### src/rtl/exc_entry_pkg.sv
package exc_entry_pkg;
   localparam logic [4:0] EXC_TLB_MOD  = 5'd1;
   localparam logic [4:0] EXC_TLB_LOAD = 5'd2;
   localparam logic [4:0] EXC_TLB_STOR = 5'd3;
   localparam logic [4:0] EXC_BUS_IFE  = 5'd6;
   localparam logic [4:0] EXC_BUS_DAT  = 5'd7;

   typedef struct packed {
      logic [4:0] code;
      logic [1:0] ce;
   } cause_t;

   function automatic logic is_tlb_code(input logic [4:0] code);
      return (code == EXC_TLB_MOD) || (code == EXC_TLB_LOAD) || (code == EXC_TLB_STOR);
   endfunction
endpackage

### src/rtl/exc_epc_sel.sv
module exc_epc_sel #(
   parameter int XLEN     = 64,
   parameter int INSN_BYT = 4
) (
   input  logic            req,
   input  logic            cur_exl,
   input  logic [XLEN-1:0] pc,
   input  logic            in_ds,
   input  logic            cmode,
   input  logic [XLEN-1:0] cmode_pc,
   output logic            capture,
   output logic [XLEN-1:0] epc_next,
   output logic            bd_next
);
   localparam logic [XLEN-1:0] BACKSTEP = XLEN'(INSN_BYT);

   logic [XLEN-1:0] pc_based;

   always_comb begin
      capture  = req && !cur_exl;
      pc_based = in_ds ? (pc - BACKSTEP) : pc;
      epc_next = cmode ? cmode_pc : pc_based;
      bd_next  = in_ds;
   end
endmodule

### src/rtl/exc_vector_gen.sv
module exc_vector_gen #(
   parameter int              XLEN      = 64,
   parameter logic [XLEN-1:0] BASE_NORM = 64'hFFFF_FFFF_8000_0000,
   parameter logic [XLEN-1:0] BASE_BOOT = 64'hFFFF_FFFF_BFC0_0200,
   parameter logic [XLEN-1:0] VEC_OFFS  = 64'h180,
   parameter bit              BOOT_SEL  = 1'b1
) (
   input  logic            bev,
   output logic [XLEN-1:0] vector
);
   localparam logic [XLEN-1:0] VEC_NORM = BASE_NORM + VEC_OFFS;
   localparam logic [XLEN-1:0] VEC_BOOT = BASE_BOOT + VEC_OFFS;

   generate
      if (BOOT_SEL) begin : g_dual
         assign vector = bev ? VEC_BOOT : VEC_NORM;
      end else begin : g_single
         logic unused_bev;
         assign unused_bev = bev;
         assign vector     = VEC_NORM;
      end
   endgenerate
endmodule

### src/rtl/exc_tlb_capture.sv
module exc_tlb_capture
   import exc_entry_pkg::*;
#(
   parameter int XLEN     = 64,
   parameter int ASID_W   = 8,
   parameter int VPN2_HI  = 39,
   parameter int VPN2_LO  = 13,
   parameter bit TLB_REGS = 1'b1,
   localparam int VPN2_W  = VPN2_HI - VPN2_LO + 1
) (
   input  logic              clk,
   input  logic              rst,
   input  logic              req,
   input  logic [4:0]        code,
   input  logic [XLEN-1:0]   vaddr,
   input  logic [ASID_W-1:0] asid,
   output logic [VPN2_W-1:0] hi_vpn2,
   output logic [ASID_W-1:0] hi_asid,
   output logic [VPN2_W-1:0] ctx_vpn2,
   output logic [XLEN-1:0]   bad_va
);
   generate
      if (TLB_REGS) begin : g_regs
         logic load;
         assign load = req && is_tlb_code(code);

         always_ff @(posedge clk) begin
            if (rst) begin
               hi_vpn2  <= '0;
               hi_asid  <= '0;
               ctx_vpn2 <= '0;
               bad_va   <= '0;
            end else if (load) begin
               hi_vpn2  <= vaddr[VPN2_HI:VPN2_LO];
               hi_asid  <= asid;
               ctx_vpn2 <= vaddr[VPN2_HI:VPN2_LO];
               bad_va   <= vaddr;
            end
         end
      end else begin : g_none
         logic unused_in;
         assign unused_in = clk ^ rst ^ req ^ (^code) ^ (^vaddr) ^ (^asid);
         assign hi_vpn2   = '0;
         assign hi_asid   = '0;
         assign ctx_vpn2  = '0;
         assign bad_va    = '0;
      end
   endgenerate
endmodule

### src/rtl/exc_entry_ctrl.sv
module exc_entry_ctrl
   import exc_entry_pkg::*;
#(
   parameter int              XLEN      = 64,
   parameter int              ASID_W    = 8,
   parameter int              VPN2_HI   = 39,
   parameter int              VPN2_LO   = 13,
   parameter int              INSN_BYT  = 4,
   parameter logic [XLEN-1:0] BASE_NORM = 64'hFFFF_FFFF_8000_0000,
   parameter logic [XLEN-1:0] BASE_BOOT = 64'hFFFF_FFFF_BFC0_0200,
   parameter logic [XLEN-1:0] VEC_OFFS  = 64'h180,
   parameter bit              BOOT_SEL  = 1'b1,
   parameter bit              TLB_REGS  = 1'b1,
   localparam int             VPN2_W    = VPN2_HI - VPN2_LO + 1
) (
   input  logic              clk,
   input  logic              rst,
   input  logic              exc_req,
   input  logic [4:0]        exc_code,
   input  logic [1:0]        exc_ce,
   input  logic [XLEN-1:0]   fault_pc,
   input  logic              in_delay_slot,
   input  logic              m16_mode,
   input  logic [XLEN-1:0]   m16_restart_pc,
   input  logic [XLEN-1:0]   fault_vaddr,
   input  logic [ASID_W-1:0] fault_asid,
   input  logic              status_exl,
   input  logic              bev,
   output logic [XLEN-1:0]   epc,
   output logic              bd,
   output logic [4:0]        cause_code,
   output logic [1:0]        cause_ce,
   output logic              exl,
   output logic [VPN2_W-1:0] entryhi_vpn2,
   output logic [ASID_W-1:0] entryhi_asid,
   output logic [VPN2_W-1:0] ctx_badvpn2,
   output logic [XLEN-1:0]   badvaddr,
   output logic [XLEN-1:0]   fetch_pc,
   output logic              redirect
);
   generate
      if (XLEN < 32) begin : g_bad_xlen
         $error("exc_entry_ctrl: XLEN must be at least 32");
      end
      if (VPN2_HI >= XLEN || VPN2_LO < 1 || VPN2_HI < VPN2_LO) begin : g_bad_vpn
         $error("exc_entry_ctrl: VPN2 field outside the address");
      end
      if (ASID_W < 1) begin : g_bad_asid
         $error("exc_entry_ctrl: ASID_W must be positive");
      end
      if (INSN_BYT != 2 && INSN_BYT != 4) begin : g_bad_insn
         $error("exc_entry_ctrl: INSN_BYT must be 2 or 4");
      end
   endgenerate

   logic            capture;
   logic [XLEN-1:0] epc_next;
   logic            bd_next;
   logic [XLEN-1:0] vector;
   cause_t          cause_q;

   exc_epc_sel #(
      .XLEN     (XLEN),
      .INSN_BYT (INSN_BYT)
   ) u_epc_sel (
      .req      (exc_req),
      .cur_exl  (status_exl),
      .pc       (fault_pc),
      .in_ds    (in_delay_slot),
      .cmode    (m16_mode),
      .cmode_pc (m16_restart_pc),
      .capture  (capture),
      .epc_next (epc_next),
      .bd_next  (bd_next)
   );

   exc_vector_gen #(
      .XLEN      (XLEN),
      .BASE_NORM (BASE_NORM),
      .BASE_BOOT (BASE_BOOT),
      .VEC_OFFS  (VEC_OFFS),
      .BOOT_SEL  (BOOT_SEL)
   ) u_vec (
      .bev    (bev),
      .vector (vector)
   );

   exc_tlb_capture #(
      .XLEN     (XLEN),
      .ASID_W   (ASID_W),
      .VPN2_HI  (VPN2_HI),
      .VPN2_LO  (VPN2_LO),
      .TLB_REGS (TLB_REGS)
   ) u_tlb (
      .clk      (clk),
      .rst      (rst),
      .req      (exc_req),
      .code     (exc_code),
      .vaddr    (fault_vaddr),
      .asid     (fault_asid),
      .hi_vpn2  (entryhi_vpn2),
      .hi_asid  (entryhi_asid),
      .ctx_vpn2 (ctx_badvpn2),
      .bad_va   (badvaddr)
   );

   always_ff @(posedge clk) begin
      if (rst) begin
         epc <= '0;
         bd  <= 1'b0;
      end else if (capture) begin
         epc <= epc_next;
         bd  <= bd_next;
      end
   end

   always_ff @(posedge clk) begin
      if (rst) begin
         cause_q  <= '0;
         fetch_pc <= '0;
      end else if (exc_req) begin
         cause_q  <= '{code: exc_code, ce: exc_ce};
         fetch_pc <= vector;
      end
   end

   always_ff @(posedge clk) begin
      if (rst) begin
         exl      <= 1'b0;
         redirect <= 1'b0;
      end else begin
         exl      <= exc_req | status_exl;
         redirect <= exc_req;
      end
   end

   assign cause_code = cause_q.code;
   assign cause_ce   = cause_q.ce;
endmodule

### config.mk
export PLATFORM = sky130hd
export DESIGN_NAME = exc_entry_ctrl
export DESIGN_NICKNAME = d
export VERILOG_FILES = /design/src/rtl/exc_entry_pkg.sv /design/src/rtl/exc_epc_sel.sv /design/src/rtl/exc_vector_gen.sv /design/src/rtl/exc_tlb_capture.sv /design/src/rtl/exc_entry_ctrl.sv
export SDC_FILE = /design/constraint.sdc
export NUM_CORES = 1
export LEC_CHECK = 0
export BUFFER_PORTS_ARGS = -buffer_cell sky130_fd_sc_hd__buf_2
export CAP_MARGIN = 5
export CORE_AREA = 2 2 188 190
export CTS_CLUSTER_SIZE = 24
export DETAILED_ROUTE_END_ITERATION = 6
export DIE_AREA = 0 0 190 192
export GPL_ROUTABILITY_DRIVEN = 0
export SLEW_MARGIN = 20
export SYNTH_ARGS = -nofsm -noshare
export SYNTH_HDL_FRONTEND = slang
export SYNTH_HIERARCHICAL = 1
export SYNTH_SLANG_ARGS = --single-unit
### constraint.sdc
create_clock -name clk -period 2.2 [get_ports clk]
set_input_delay 0.11 -clock clk [delete_from_list [all_inputs] [get_ports clk]]
set_output_delay 0.11 -clock clk [all_outputs]
set_load 0.005 [all_outputs]
# --- Yosys cells after proc, flatten, opt, wreduce, memory -nomap -nowiden ---
# Index checks and enable logic that the tools add are counted.
word_totals:
  register_bits: 237
  latch_bits: 0
  ram_bits: 0
  romBits: 0
  out_inout_bits: 264
  wordCells: 23
  mem_count: 0
op_classes:
  addsub: 1
  mul: 0
  div_mod_pow: 0
  n_lt_le_gt_ge: 0
  eq_ne: 3
  shifts: 0
  muxes: 3
  n_bitwise: 1
  reduce_logical: 5
op_table:
  columns: ["operator", "n"]
  rows:
  - ["two-way mux 64 bit", 2]
  - ["subtractor 64 x 3 -> 64 bit (second input constant)", 1]
  - ["two-way mux 30 bit", 1]
  - ["== test 5 x 2 -> 1 bit (second input constant)", 2]
  - ["== test 5 x 1 -> 1 bit (second input constant)", 1]
  - ["logical AND 1 bit", 2]
  - ["logical OR 1 bit", 2]
  - ["logical NOT 1 bit", 1]
  - ["bitwise OR 1 bit", 1]

# --- Logic depth before layout (Yosys ltp) ---
logic_depth:
  depth_word: 4
  mapped_depth: 11

# --- By module ---
# The synthesis kept the hierarchy.
modules_own_cells:
  columns: ["module", "instances", "cells_each", "area_per_inst_um2"]
  rows:
  - ["exc_entry_ctrl", 1, 443, 4917.2]
  - ["exc_tlb_capture", 1, 368, 3714.8]
  - ["exc_epc_sel", 1, 339, 2021.9]
  - ["exc_vector_gen", 1, 66, 488.0]

# --- Worst setup path after synthesis ---
# No wires, ideal clock.
synth_path:
  path_kind: "input to register"
  startpoint: "input fault_pc[12]"
  endpoint: "register epc[62]"
  setup_ns: 0.065
  arrival_ns: 2.330
  required_time_ns: 2.135
  path_slack_ns: -0.195
  cell_stages: 9
  cell_sequence: "or3_4 -> or4_4 -> buf_6 -> or2_4 -> buf_6 -> or4_1 -> a31oi_1 -> mux2i_1 -> nor2_1"
synth_via:
  elab_chain_cells: 3
synth_rtl:
  columns: ["element", "line", "source"]
  rows:
  - ["start: declaration", "exc_entry_ctrl.sv:21", "input logic [XLEN-1:0] fault_pc,"]
  - ["subtractor 64 x 3 -> 64 bit", "exc_epc_sel.sv:21", "pc_based = in_ds ? (pc - BACKSTEP) : pc;"]
  - ["two-way mux 64 bit", "exc_epc_sel.sv:21", null]
  - ["two-way mux 64 bit", "exc_epc_sel.sv:22", "epc_next = cmode ? cmode_pc : pc_based;"]
  - ["net epc_next[62]", "exc_entry_ctrl.sv:57", "logic [XLEN-1:0] epc_next;"]
  - ["end signal: assignment", "exc_entry_ctrl.sv:112", "epc <= epc_next;"]
  - ["end: declaration", "exc_entry_ctrl.sv:29", "output logic [XLEN-1:0] epc,"]
# The timed path passes the listed nets, and every way through them passes these cells.
# A chain may end at the register's enable or synchronous reset.

# --- Final worst setup path ---
layout_path:
  startpoint: "input fault_pc[22]"
  endpoint: "register epc[39]"
# Same word-level chain as after synthesis.

==> flow_summary.ini <==
[status]
status = finished, final reports clean

[clock_network]
cts_tree = yes
numCtsBuffers = 26
post_cts_buffers = 0
ctsLongestPathBuffers = 3
htree_levels = 1
worstSkewPairLatency_ns = 0.54
cts_resized = 0
path_clk_slew_ns = 0.07
root_buffer = clkbuf_16
cts_sinks = 210

[route]
dr.first_iter.drc_count = 287
wire_per_inst_um = 15.8
dr.pass1.iters = 4
num_vias = 10393
drc = 0
ant_nets = 0
routed_via_density = 4.54
postRouteWirelength_um = 36200

[sta]
setup_viol = 0
timing.fmax_mhz = 504
rsz0062_at_grt = no
fin_crit_sh_pct = 90.3
timing.final.ws_setup_ns = 0.214
worstMarginPinSlew_ns = 0.546
period_minus_slack_ns = 1.99
clock_skew_ns = 0
hold_viol = 0
slew_headroom_pct = 63.6
report.final.slew_viol_count = 0

[setup_path]
critPathRequiredTime_ns = 2.68
critical-path-top-delay-family = simple AND/OR/NAND/NOR gates
path_common_cell = buf_4
startpoint_type = input pin
max_stage_delay_ns = 0.58
path_buf_inv = 3
path_max_fanout = 7
r2r_slack_ns = 0.95
worstSetupPathType = in2reg
crit_path_cell_trace = buf_2 -> or3_1 -> or4_4 -> buf_4 -> nor4_4 -> buf_4 -> or4b_1 -> a31oi_1 -> mux2i_1 -> nor2_1
critical_path.endpoint_type = flop
cpMaxStageDelayCell = or4_4
critPathArrivalTime_ns = 2.46

[placement]
numPortBuffers = 477
dpl-instance-area_um2 = 13600
place_ws_ns = -0.342
dp_hpwl_um = 26000

[grt]
antenna_found_initial = 5
grt_max_degree = 90
gr-total-overflow = 0
track_usage_pct = 18.6
grt_pass1_wl_um = 54400
first_global_vias = 10204

[power_and_ir_drop]
p_total_mw = 9.88
peakVddDrop_mv = 0.550
leakage_nw = 7.43
p_per_area_nw_per_um2 = 617

[yosys]
synth-seq-area-share_pct = 37.7
synthCells = 1216
synth_warnings = 6
synthFlopType = dfxtp_1
synthArstFlopShare_pct = 0
avgSynthCellArea_um2 = 9.16
netlist_area_um2 = 11100
ys_ff_latch = 210
synth_edf_count = 0
synthDistinctLibCells = 45

[floorplanning]
coreArea_um2 = 34300
dieArea_um2 = 36500
start_util_pct = 32.5
ioPinCount = 478
die_width_um = 190
chipHeight_um = 192
rows = 68

[layout]
area_delta_synth_final_pct = 43.7
design_area_um2 = 16000
fillers = 3347
layout_commonest_cell = buf_2
layout_common_cells = buf_2, dfxtp_1, mux2i_1
layout-drive-gt1-share_pct = 34.1
post-route-util_pct = 46.7
nets = 2024

[flow_run]
cap_violations = 0

[min_path]
min_path_type = in2reg
-- layer usage --
| layer | routed length (um) | vias to the layer above | part of all wire, % | GRT usage (%) |
|---|---|---|---|---|
| met5 | 34 | - | 0.094 | 0 |
| met4 | 958 | 4 | 2.6 | 5.69 |
| met3 | 2920 | 66 | 8.0 | 5.76 |
| met2 | 18100 | 383 | 50 | 33.9 |
| met1 | 14200 | 4784 | 39 | 20.8 |
| li1 | - | 5156 | - | - |
-- cell type report --
class	instances	area, um2	share of cell area [%]
inverters	4	15.0	0.0938
clock inverters	10	95.1	0.594
well taps	455	569	3.56
flip-flops and latches	210	4200	26.3
clock buffers	38	776	4.85
diodes	3	7.51	0.0469
repair buffers	711	4660	29.1
multi-input cells	856	5680	35.5
-- where the power goes --
part	total, mW	leakage, nW	switching, mW	internal, mW
registers	4.06	1.72	0.0906	3.97
logic	1.50	5.29	0.680	0.820
clock network	4.31	0.428	1.75	2.56
-- path summary, 6_finish.rpt --
| path | from | end | cells after the start |
|---|---|---|---|
| worst max-delay path | fault_pc[22] | epc[39]$_SDFFE_PP0P_ | 10 |
| worst min-delay path | m16_restart_pc[29] | epc[29]$_SDFFE_PP0P_ | 5 |
| worst max register to register | cause_ce[0]$_SDFFE_PP0P_ | cause_ce[0]$_SDFFE_PP0P_ | 3 |
| worst min register to register | u_tlb/bad_va[51]$_SDFFE_PP0P_ | u_tlb/bad_va[51]$_SDFFE_PP0P_ | 2 |
-- metrics by stage --
| step | setup TNS, ns | hold WS (ns) | cells |
|---|---|---|---|
| after floorplan | -1.81 | 0.226 | 1269 |
| after global placement | -7.20 | 0.348 | 2083 |
| after detailed placement | -8.14 | 0.365 | 2083 |
| after CTS | 0 | 0.00397 | 2284 |
| after global routing | 0 | 0.0493 | 2285 |
| final | 0 | 0.0241 | 2287 |
-- kinds of logic (layout without fill, tap and decap cells) --
kind of cell	Yosys count	in the layout	share of synthesized area, %
other cells	2	58	0.0674
xor+xnor	34	34	2.67
mux	210	210	18.9
compound gates	91	91	5.10
simple gates	465	465	21.9
flops	210	210	37.7
buf+inv	203	763	13.6
fa+ha+maj	1	1	0.112
-- what timing repair did --
item / in CTS / in global routing
hold buffers: 153 / 0
endpoints found under the setup margin: 0 / 0
hold endpoints to repair: 156 / 0
-- state kept, by name, indices dropped and copies added (netlist names) --
register        cells
u_tlb/bad_va       38
u_tlb/hi_asid       8
fetch_pc           64
cause_code          5
cause_ce            2
epc                64
bd                  1
u_tlb/ctx_vpn2     26
exl                 1
redirect            1
-- Yosys cell counts (all sizes together), types with 3 or more instances --
| cell type | instances | share of area (%) |
|---|---|---|
| nand3b | 3 | 0.20 |
| o41ai | 8 | 0.63 |
| xnor2 | 30 | 2.4 |
| dfxtp | 210 | 38 |
| nand2 | 42 | 1.4 |
| or3 | 16 | 0.94 |
| o31ai | 16 | 1.1 |
| inv | 3 | 0.10 |
| or2 | 9 | 0.53 |
| nand4b | 3 | 0.24 |
| nor4 | 18 | 1.1 |
| nand4 | 4 | 0.22 |
| o21ai | 38 | 1.7 |
| nand2b | 146 | 8.2 |
| nor2 | 173 | 5.8 |
| nor3 | 20 | 0.90 |
| nor2b | 3 | 0.17 |
| buf | 153 | 12 |
| clkbuf | 46 | 1.5 |
| xor2 | 4 | 0.31 |
| a31oi | 26 | 1.5 |
| mux2i | 208 | 19 |
| or4 | 15 | 1.0 |
| or4b | 6 | 0.54 |
| nand3 | 4 | 0.18 |
-- worst reg2reg max path, stage by stage (launching register included) --
cell and delay [ns]:
dfxtp_1 0.32, mux2i_1 0.19, dlygate4sd3_1 0.58, nor2_1 0.04
Power figures use the tool's default switching activity.
